--- src/rtl/buck_gate_pkg.sv ---
package buck_gate_pkg;
  typedef enum logic [1:0] {
    CMD_OFF = 2'd0,
    CMD_HI  = 2'd1,
    CMD_LO  = 2'd2
  } gate_cmd_e;
endpackage

--- src/rtl/bgc_sync.sv ---
module bgc_sync #(
  parameter int unsigned   W       = 1,
  parameter logic [W-1:0]  RST_VAL = '0
) (
  input  logic         clk_i,
  input  logic         rst_ni,
  input  logic [W-1:0] d_i,
  output logic [W-1:0] q_o
);
  logic [W-1:0] meta_q, sync_q;

  always_ff @(posedge clk_i or negedge rst_ni) begin
    if (!rst_ni) begin
      meta_q <= RST_VAL;
      sync_q <= RST_VAL;
    end else begin
      meta_q <= d_i;
      sync_q <= meta_q;
    end
  end

  assign q_o = sync_q;
endmodule

--- src/rtl/bgc_tri_decode.sv ---
module bgc_tri_decode
  import buck_gate_pkg::*;
#(
  parameter int unsigned HOLDOFF_CYC = 13
) (
  input  logic      clk_i,
  input  logic      rst_ni,
  input  logic      hi_i,
  input  logic      lo_i,
  input  logic      mid_i,
  output gate_cmd_e cmd_o
);
  localparam int unsigned CW = $clog2(HOLDOFF_CYC + 1);
  localparam logic [CW-1:0] H_LAST = CW'(HOLDOFF_CYC - 1);

  logic [CW-1:0] cnt_q;
  gate_cmd_e     cmd_q;

  always_ff @(posedge clk_i or negedge rst_ni) begin
    if (!rst_ni) begin
      cnt_q <= '0;
      cmd_q <= CMD_OFF;
    end else if (mid_i) begin
      // mid level must persist HOLDOFF_CYC samples before it wins
      if (cnt_q == H_LAST) cmd_q <= CMD_OFF;
      else                 cnt_q <= cnt_q + 1'b1;
    end else begin
      cnt_q <= '0;
      if (hi_i)      cmd_q <= CMD_HI;
      else if (lo_i) cmd_q <= CMD_LO;
    end
  end

  assign cmd_o = cmd_q;
endmodule

--- src/rtl/bgc_gate_seq.sv ---
module bgc_gate_seq
  import buck_gate_pkg::*;
#(
  parameter int unsigned DEAD_CYC   = 2,
  parameter int unsigned BLANK_CYC  = 4,
  parameter int unsigned MIN_ON_CYC = 3
) (
  input  logic      clk_i,
  input  logic      rst_ni,
  input  gate_cmd_e cmd_i,
  input  logic      kill_i,
  input  logic      emul_i,
  input  logic      zc_i,
  input  logic      hs_low_i,
  input  logic      ls_low_i,
  output logic      hs_on_o,
  output logic      ls_on_o
);
  localparam int unsigned DW = $clog2(DEAD_CYC + 1);
  localparam int unsigned BW = $clog2(BLANK_CYC + 1);
  localparam int unsigned OW = $clog2(MIN_ON_CYC + 1);
  localparam logic [DW-1:0] DEAD_MAX   = DW'(DEAD_CYC);
  localparam logic [BW-1:0] BLANK_LAST = BW'(BLANK_CYC - 1);
  localparam logic [OW-1:0] ON_LAST    = OW'(MIN_ON_CYC - 1);

  logic          hs_q, ls_q, de_done_q;
  logic [DW-1:0] dead_q;
  logic [BW-1:0] blank_q;
  logic [OW-1:0] on_q;

  logic want_hs, want_ls, hs_hold, dead_ok, de_cut, hs_d, ls_d;

  assign want_hs = (cmd_i == CMD_HI);
  assign want_ls = (cmd_i == CMD_LO) && !de_done_q;
  assign hs_hold = hs_q && (on_q < ON_LAST);
  assign dead_ok = (dead_q == DEAD_MAX);
  assign de_cut  = emul_i && zc_i && (blank_q == BLANK_LAST);

  always_comb begin
    if (kill_i) begin
      hs_d = 1'b0;
      ls_d = 1'b0;
    end else begin
      hs_d = hs_q ? (want_hs || hs_hold)
                  : (want_hs && !ls_q && ls_low_i && dead_ok);
      ls_d = ls_q ? (want_ls && !de_cut)
                  : (want_ls && !hs_q && hs_low_i && dead_ok);
    end
  end

  always_ff @(posedge clk_i or negedge rst_ni) begin
    if (!rst_ni) begin
      hs_q      <= 1'b0;
      ls_q      <= 1'b0;
      de_done_q <= 1'b0;
      dead_q    <= '0;
      blank_q   <= '0;
      on_q      <= '0;
    end else begin
      hs_q <= hs_d;
      ls_q <= ls_d;
      if (hs_q || ls_q)         dead_q <= '0;
      else if (!dead_ok)        dead_q <= dead_q + 1'b1;
      if (!ls_q)                blank_q <= '0;
      else if (blank_q != BLANK_LAST) blank_q <= blank_q + 1'b1;
      if (!hs_q)                on_q <= '0;
      else if (hs_hold)         on_q <= on_q + 1'b1;
      if (cmd_i != CMD_LO)      de_done_q <= 1'b0;
      else if (ls_q && de_cut)  de_done_q <= 1'b1;
    end
  end

  assign hs_on_o = hs_q;
  assign ls_on_o = ls_q;
endmodule

--- src/rtl/bgc_therm.sv ---
module bgc_therm #(
  parameter int unsigned TEMP_W   = 8,
  parameter int unsigned TEMP_SET = 160,
  parameter int unsigned TEMP_CLR = 135
) (
  input  logic              clk_i,
  input  logic              rst_ni,
  input  logic [TEMP_W-1:0] temp_i,
  output logic              hot_no
);
  localparam logic [TEMP_W-1:0] SET_C = TEMP_W'(TEMP_SET);
  localparam logic [TEMP_W-1:0] CLR_C = TEMP_W'(TEMP_CLR);

  logic hot_q;

  always_ff @(posedge clk_i or negedge rst_ni) begin
    if (!rst_ni)              hot_q <= 1'b0;
    else if (temp_i >= SET_C) hot_q <= 1'b1;
    else if (temp_i < CLR_C)  hot_q <= 1'b0;
  end

  assign hot_no = ~hot_q;
endmodule

--- src/rtl/buck_gate_ctrl.sv ---
module buck_gate_ctrl
  import buck_gate_pkg::*;
#(
  parameter int unsigned HOLDOFF_CYC = 13,
  parameter int unsigned DEAD_CYC    = 2,
  parameter int unsigned BLANK_CYC   = 4,
  parameter int unsigned MIN_ON_CYC  = 3,
  parameter int unsigned TEMP_W      = 8,
  parameter int unsigned TEMP_SET    = 160,
  parameter int unsigned TEMP_CLR    = 135
) (
  input  logic              clk_i,
  input  logic              rst_ni,
  input  logic              pwm_hi_i,
  input  logic              pwm_lo_i,
  input  logic              pwm_mid_i,
  input  logic              drv_en_i,
  input  logic              supply_ok_i,
  input  logic              emul_en_ni,
  input  logic              zc_i,
  input  logic              hs_low_i,
  input  logic              ls_low_i,
  input  logic [TEMP_W-1:0] temp_i,
  output logic              hs_on_o,
  output logic              ls_on_o,
  output logic              hot_no
);
  localparam int unsigned NSYNC = 9;
  // reset values: disabled, supply bad, emulation off, gates sensed low
  localparam logic [NSYNC-1:0] SYNC_RST = 9'b000_001_011;

  logic [NSYNC-1:0] raw, syn;
  logic pwm_hi_s, pwm_lo_s, pwm_mid_s, dis_en_s, sup_s, emul_n_s, zc_s;
  logic hs_low_s, ls_low_s;
  gate_cmd_e cmd;

  assign raw = {pwm_hi_i, pwm_lo_i, pwm_mid_i, drv_en_i, supply_ok_i,
                emul_en_ni, zc_i, hs_low_i, ls_low_i};
  assign {pwm_hi_s, pwm_lo_s, pwm_mid_s, dis_en_s, sup_s,
          emul_n_s, zc_s, hs_low_s, ls_low_s} = syn;

  bgc_sync #(.W(NSYNC), .RST_VAL(SYNC_RST)) u_sync (
    .clk_i (clk_i), .rst_ni (rst_ni), .d_i (raw), .q_o (syn)
  );

  bgc_tri_decode #(.HOLDOFF_CYC(HOLDOFF_CYC)) u_dec (
    .clk_i (clk_i), .rst_ni (rst_ni),
    .hi_i (pwm_hi_s), .lo_i (pwm_lo_s), .mid_i (pwm_mid_s),
    .cmd_o (cmd)
  );

  bgc_gate_seq #(
    .DEAD_CYC (DEAD_CYC), .BLANK_CYC (BLANK_CYC), .MIN_ON_CYC (MIN_ON_CYC)
  ) u_seq (
    .clk_i    (clk_i),
    .rst_ni   (rst_ni),
    .cmd_i    (cmd),
    .kill_i   (!dis_en_s || !sup_s),
    .emul_i   (!emul_n_s),
    .zc_i     (zc_s),
    .hs_low_i (hs_low_s),
    .ls_low_i (ls_low_s),
    .hs_on_o  (hs_on_o),
    .ls_on_o  (ls_on_o)
  );

  bgc_therm #(
    .TEMP_W (TEMP_W), .TEMP_SET (TEMP_SET), .TEMP_CLR (TEMP_CLR)
  ) u_therm (
    .clk_i (clk_i), .rst_ni (rst_ni), .temp_i (temp_i), .hot_no (hot_no)
  );
endmodule

--- config.mk ---
export PLATFORM = sky130hd
export DESIGN_NAME = buck_gate_ctrl
export DESIGN_NICKNAME = d
export VERILOG_FILES = /design/src/rtl/buck_gate_pkg.sv /design/src/rtl/bgc_sync.sv /design/src/rtl/bgc_tri_decode.sv /design/src/rtl/bgc_gate_seq.sv /design/src/rtl/bgc_therm.sv /design/src/rtl/buck_gate_ctrl.sv
export SDC_FILE = /design/constraint.sdc
export NUM_CORES = 1
export LEC_CHECK = 0
export ABC_CLOCK_PERIOD_IN_PS = 1300
export BUFFER_PORTS_ARGS = -buffer_cell sky130_fd_sc_hd__buf_2
export CORE_AREA = 2 2 76 78
export CTS_BUF_LIST = sky130_fd_sc_hd__clkbuf_4 sky130_fd_sc_hd__clkbuf_8 sky130_fd_sc_hd__clkbuf_16
export CTS_CLUSTER_SIZE = 30
export DETAILED_ROUTE_END_ITERATION = 6
export DIE_AREA = 0 0 78 80
export HOLD_SLACK_MARGIN = 0.02
export PLACE_DENSITY = 0.53
export SLEW_MARGIN = 20
export SYNTH_ARGS = -nofsm -noshare
export SYNTH_HDL_FRONTEND = slang
export SYNTH_HIERARCHICAL = 1
export SYNTH_SLANG_ARGS = --single-unit
--- constraint.sdc ---
create_clock -name clk_i -period 1.3 [get_ports clk_i]
set_input_delay 0.13 -clock clk_i [delete_from_list [all_inputs] [get_ports clk_i]]
set_output_delay 0.13 -clock clk_i [all_outputs]
set_load 0.1 [all_outputs]
# Yosys cells after proc, flatten, opt, wreduce, memory -nomap -nowiden
# Cells that the tools add are included.
# totals
ff_bits	35
out_inout_bits	3
elab_cells	77
# op_classes
add_sub_neg	4
n_lt_le_gt_ge	3
n_eq_ne	12
n_mux	20
bitwise_logic	1
reduce_logical	26
# op_table
cell	count
$mux 2	8
$logic_and 1x1->1	12
$ne 2x2->1 const B	5
$ge 8x8->1 const B	1
$lt 8x8->1 const B	1
$mux 1	8
$mux 4	2
$logic_not 1->1	7
$mux 3	2
$add 2x1->2 const B	2
$add 4x1->4 const B	1
$eq 2x2->1 const B	2
$eq 4x4->1 const B	1
$reduce_bool 2->1	2
$add 3x1->3 const B	1
$eq 3x2->1 const B	1
$logic_or 1x1->1	3
$ne 3x2->1 const B	1
$reduce_bool 3->1	1
$eq 2x1->1 const B	1
$lt 2x2->1 const B	1
$ne 2x1->1 const B	1
$reduce_and 2->1	1
$not 1->1	1

# Depth between registers and ports, before layout
# depth
depth_word	7
ltp_mapped	5
depth_no_buf	5

# Hierarchy
# Netlist, hierarchy kept.
# by_module_without_submodules
mod	n_inst	cells_each	area_each_um2	seq_area_each_um2
bgc_gate_seq	1	41	465.4	250.2
bgc_sync	1	18	457.9	457.9
bgc_tri_decode	1	27	316.6	150.1
bgc_therm	1	6	52.6	25.0
buck_gate_ctrl	1	2	7.5	0.0

# Worst setup path before layout
# Ideal clock, no wire load.
# synth_timing
kind	reg-to-reg
from	reg u_seq.hs_q, in the netlist u_seq/hs_on_o
to	reg u_seq.hs_q, in the netlist u_seq/hs_on_o
setup_ns	0.083
t_arrival_ns	1.429
required_ns	1.217
setup_slack_ns	-0.212
stages_incl_launch_ff	4
path_buffers	0
period_less_slack_ns	1.512
path_cell_list	dfrtp_1 inv_1 a211o_1 o21ai_0
# synth_via
elab_chain_len	4
# synth_lines
element	line_no	source
from (decl)	bgc_gate_seq.sv:26	logic hs_q, ls_q, de_done_q;
from (signal assigned)	bgc_gate_seq.sv:60	hs_q <= hs_d;
$logic_and 1x1->1	bgc_gate_seq.sv:35	assign hs_hold = hs_q && (on_q < ON_LAST);
$logic_or 1x1->1	bgc_gate_seq.sv:44	hs_d = hs_q ? (want_hs || hs_hold)
$mux 1 (*)	bgc_gate_seq.sv:44	
$mux 1 (*)	bgc_gate_seq.sv:40	if (kill_i) begin
via u_seq.hs_d	bgc_gate_seq.sv:31	logic want_hs, want_ls, hs_hold, dead_ok, de_cut, hs_d, ls_d;
# Mark *: on every way through the listed nets, which the timed path passes. The rest lies on a longest branch.
# A chain may end at the register's enable or synchronous reset.

# Worst setup path after layout
# layout_timing
from	reg u_seq.blank_q[0]
to	reg u_seq.blank_q[0]
# layout_via
elab_chain_len	3
elab_cells_between_ends	5
classes_between	add/sub: 1; eq/ne: 2; mux: 2
# layout_lines
element	line_no	source
from (decl)	bgc_gate_seq.sv:28	logic [BW-1:0] blank_q;
from (signal assigned)	bgc_gate_seq.sv:65	else if (blank_q != BLANK_LAST) blank_q <= blank_q + 1'b1;
$add 3x1->3	bgc_gate_seq.sv:65	
$mux 3	bgc_gate_seq.sv:65	
$mux 3	bgc_gate_seq.sv:64	if (!ls_q) blank_q <= '0;
# Several ways; a longest one is shown, not always the timed one. The select of a mux whose other input is x is not followed.

==> reports/qor.yml <==
status:
  outcome: "finished, final reports clean"
grt:
  overflow: 0
  track_usage: 0.0857
  first_global_vias: 928
  grt_antenna_before_repair: 0
  grt_pass1_wl_mm: 4.06
  grt_max_degree: 21
clocking:
  cts_sinks: 35
  cts_tree: "done"
  cts_root_buf: "clkbuf_8"
  cts_buffers: 5
  h-tree-depth: 2
  clockBufferDepth: 2
  clkSlewWorstSetupHoldPaths_ns: 0.06
  clk_latency_ns: 0.28
yosys:
  synthArstFlopShare: 1.00
  synth_area_um2: 1300
  synth_fp_nets: 118
  ys_types: 29
  ys.flop_type: "dfrtp_1"
  ys_ff_latch: 35
  postSynthCellCount: 94
  syn_area_per_cell_um2: 13.8
  synth_edf_count: 0
  yosysWarnings: 6
  synth.yosys.seq_area_share: 0.679
detailed_routing:
  route.detailed.drc: 0
  wl_met2_mm: 1.11
  detail-route-antenna-nets: 0
  wirelength_met1_um: 890
  maxUsedRoutingLayer: "met4"
  first_iter_violations: 17
  wl_met3_um: 116
  first_pass_iters: 3
  via_per_inst: 3.96
  post_drt_wl_per_cell_um: 10.3
  wl_mm: 2.16
  vias: 836
die:
  die-area_um2: 6240
  start_util: 0.241
  core_area_um2: 5410
  top_level_ports: 22
  die_y_um: 80
  row_count: 27
  fp.dieW_um: 78
min_path:
  hold_depth: 3
  holdCritPathClass: "in -> reg"
final_layout:
  final_cell_mix: "dfrtp_1, buf_2, dlygate4sd3_1, inv_1, clkbuf_8"
  fin_cells: 211
  drive_gt1_frac: 0.345
  fillers: 570
  finalNetCount: 162
  layout_commonest_cell: "dfrtp_1"
  num_antenna_cells: 0
  syn2layout_area_growth_pct: 38.0
critical_path:
  cp-end-kind: "register"
  critPathSlowestCell: "dfrtp_1"
  slowest_delay_ns: 0.38
  critPathMaxFanout: 4
  path_class: "reg -> reg"
  crit_arrival_ns: 1.43
  startpoint_type: "register"
  reg2regPathDepth: 5
  required_ns: 1.47
  path_cells: "ha_2, ha_4, buf_4, xnor2_1, and2_1"
placed_design:
  dp_cells: 191
  place_congestion: 0.690
  hpwlAfterDp_mm: 1.51
  port_buffers: 21
sta:
  worst_hold_slack_ns: 0.0837
  maxSlewHeadroom: 0.672
  final_hold_viol_count: 0
  period_needed_ns: 1.26
  setup_violations: 0
  clock_skew_ns: 0.00379
  drv_slew: 0
  clock.fmax_mhz: 796
  rsz0062_at_grt: "yes"
  timing.final.crit_share: 0.966
  worst_pin_slew_ns: 0.496
power:
  power.density_nw_per_um2: 1350
  ir_drop_v: 0.000816
  cellLeakagePower_nw: 0.831
job:
  maxCapViolCount: 0
## state kept, by name, indices dropped and copies added (netlist names)
signal / cells
u_dec/cmd_o: 2
u_dec/cnt_q: 4
u_seq/blank_q: 3
u_seq/de_done_q: 1
u_seq/dead_q: 2
u_seq/hs_on_o: 1
u_seq/ls_on_o: 1
u_seq/on_q: 2
u_sync/meta_q: 9
u_sync/q_o: 9
u_therm/hot_q: 1
## synthesized netlist by cell type (all sizes together), types with 2 or more instances
| cell | n | area (um2) |
|---|---|---|
| and2 | 2 | 12.5 |
| inv | 8 | 30.0 |
| nor2b | 3 | 18.8 |
| nor2 | 4 | 15.0 |
| dfstp | 6 | 158 |
| nand2b | 5 | 31.3 |
| xnor2 | 2 | 17.5 |
| dfrtp | 29 | 726 |
| xor2 | 2 | 17.5 |
| o21ai | 3 | 15.0 |
| a31oi | 2 | 12.5 |
| nand2 | 3 | 11.3 |
| nor4 | 2 | 18.8 |
| mux2i | 3 | 30.0 |
| ha | 5 | 62.6 |
| a21oi | 2 | 10.0 |
| nor3 | 2 | 10.0 |
## layout make-up
cell class | count | area (um2) | share of cell area
repair buffers | 37 | 280 | 0.156
multi-input cells | 51 | 404 | 0.225
clock buffers | 8 | 104 | 0.0579
flip-flops and latches | 35 | 886 | 0.494
well taps | 72 | 90.1 | 0.0502
inverters | 8 | 30.0 | 0.0167
## through the flow
stage / area [um2] / total power [mW] / TNS (ns) / worst slack (ns) / utilization
after floorplan: 1310 / 1.44 / 0 / 0.00468 / -
after global placement: 1560 / 1.53 / 0 / 0.0364 / 0.288
after detailed placement: 1560 / 1.56 / 0 / 0.00261 / 0.288
after CTS: 1760 / 2.46 / 0 / 0.0120 / 0.326
after global routing: 1790 / 2.60 / -0.0263 / -0.0263 / 0.332
final: 1790 / 2.43 / 0 / 0.0440 / 0.332
## path summary, 6_finish.rpt
| kind | slack, ns | endpoint | startpoint |
|---|---|---|---|
| worst max-delay path | 0.04 | u_seq/blank_q[0] | u_seq/blank_q[0] |
| worst min-delay path | 0.08 | u_therm/hot_q | temp_i[7] |
| worst max register to register | 0.04 | u_seq/blank_q[0] | u_seq/blank_q[0] |
| worst min register to register | 0.35 | u_sync/q_o[4] | u_sync/meta_q[4] |
| max in group asynchronous | 0.49 | u_sync/meta_q[1] | rst_ni |
| min in group asynchronous | 0.30 | u_dec/cnt_q[0] | rst_ni |
## routing by layer
| layer | track usage | vias up |
|---|---|---|
| met4 | 0.0474 | 0 |
| met2 | 0.148 | 26 |
| met5 | 0 | - |
| met1 | 0.0890 | 398 |
| met3 | 0.0339 | 6 |
| li1 | - | 406 |
## critical path: cells and delay by family, from the launching register on
family                     cells  cell delay (ns)
and+or+nand+nor                1             0.16
DFF                            1             0.38
buffers and inverters          1             0.14
xor gates and xnor gates       1             0.12
adders and majority gates      2             0.36
## report_power, final
group	switching, mW	internal (mW)
sequential	0.0488	1.18
clock	0.359	0.504
combinational	0.179	0.155
## cells by family after synthesis
group / after synthesis / share of synthesized area
simple gates: 26 / 0.130
buf+inv: 8 / 0.0231
fa+ha+maj: 5 / 0.0481
xor+xnor: 4 / 0.0270
mux: 3 / 0.0231
flops: 35 / 0.680
compound gates: 13 / 0.0693
## what timing repair did
action / 4_1_cts / 5_1_grt
gates cloned: 0 / 0
hold buffers: 10 / 0
setup buffers: 0 / 2
pin swaps: 1 / 1
setup endpoints to repair: 1 / 6
gates resized for setup: 0 / 4
hold endpoints to repair: 24 / 0
Note: power is estimated with default switching activity, not from simulation.
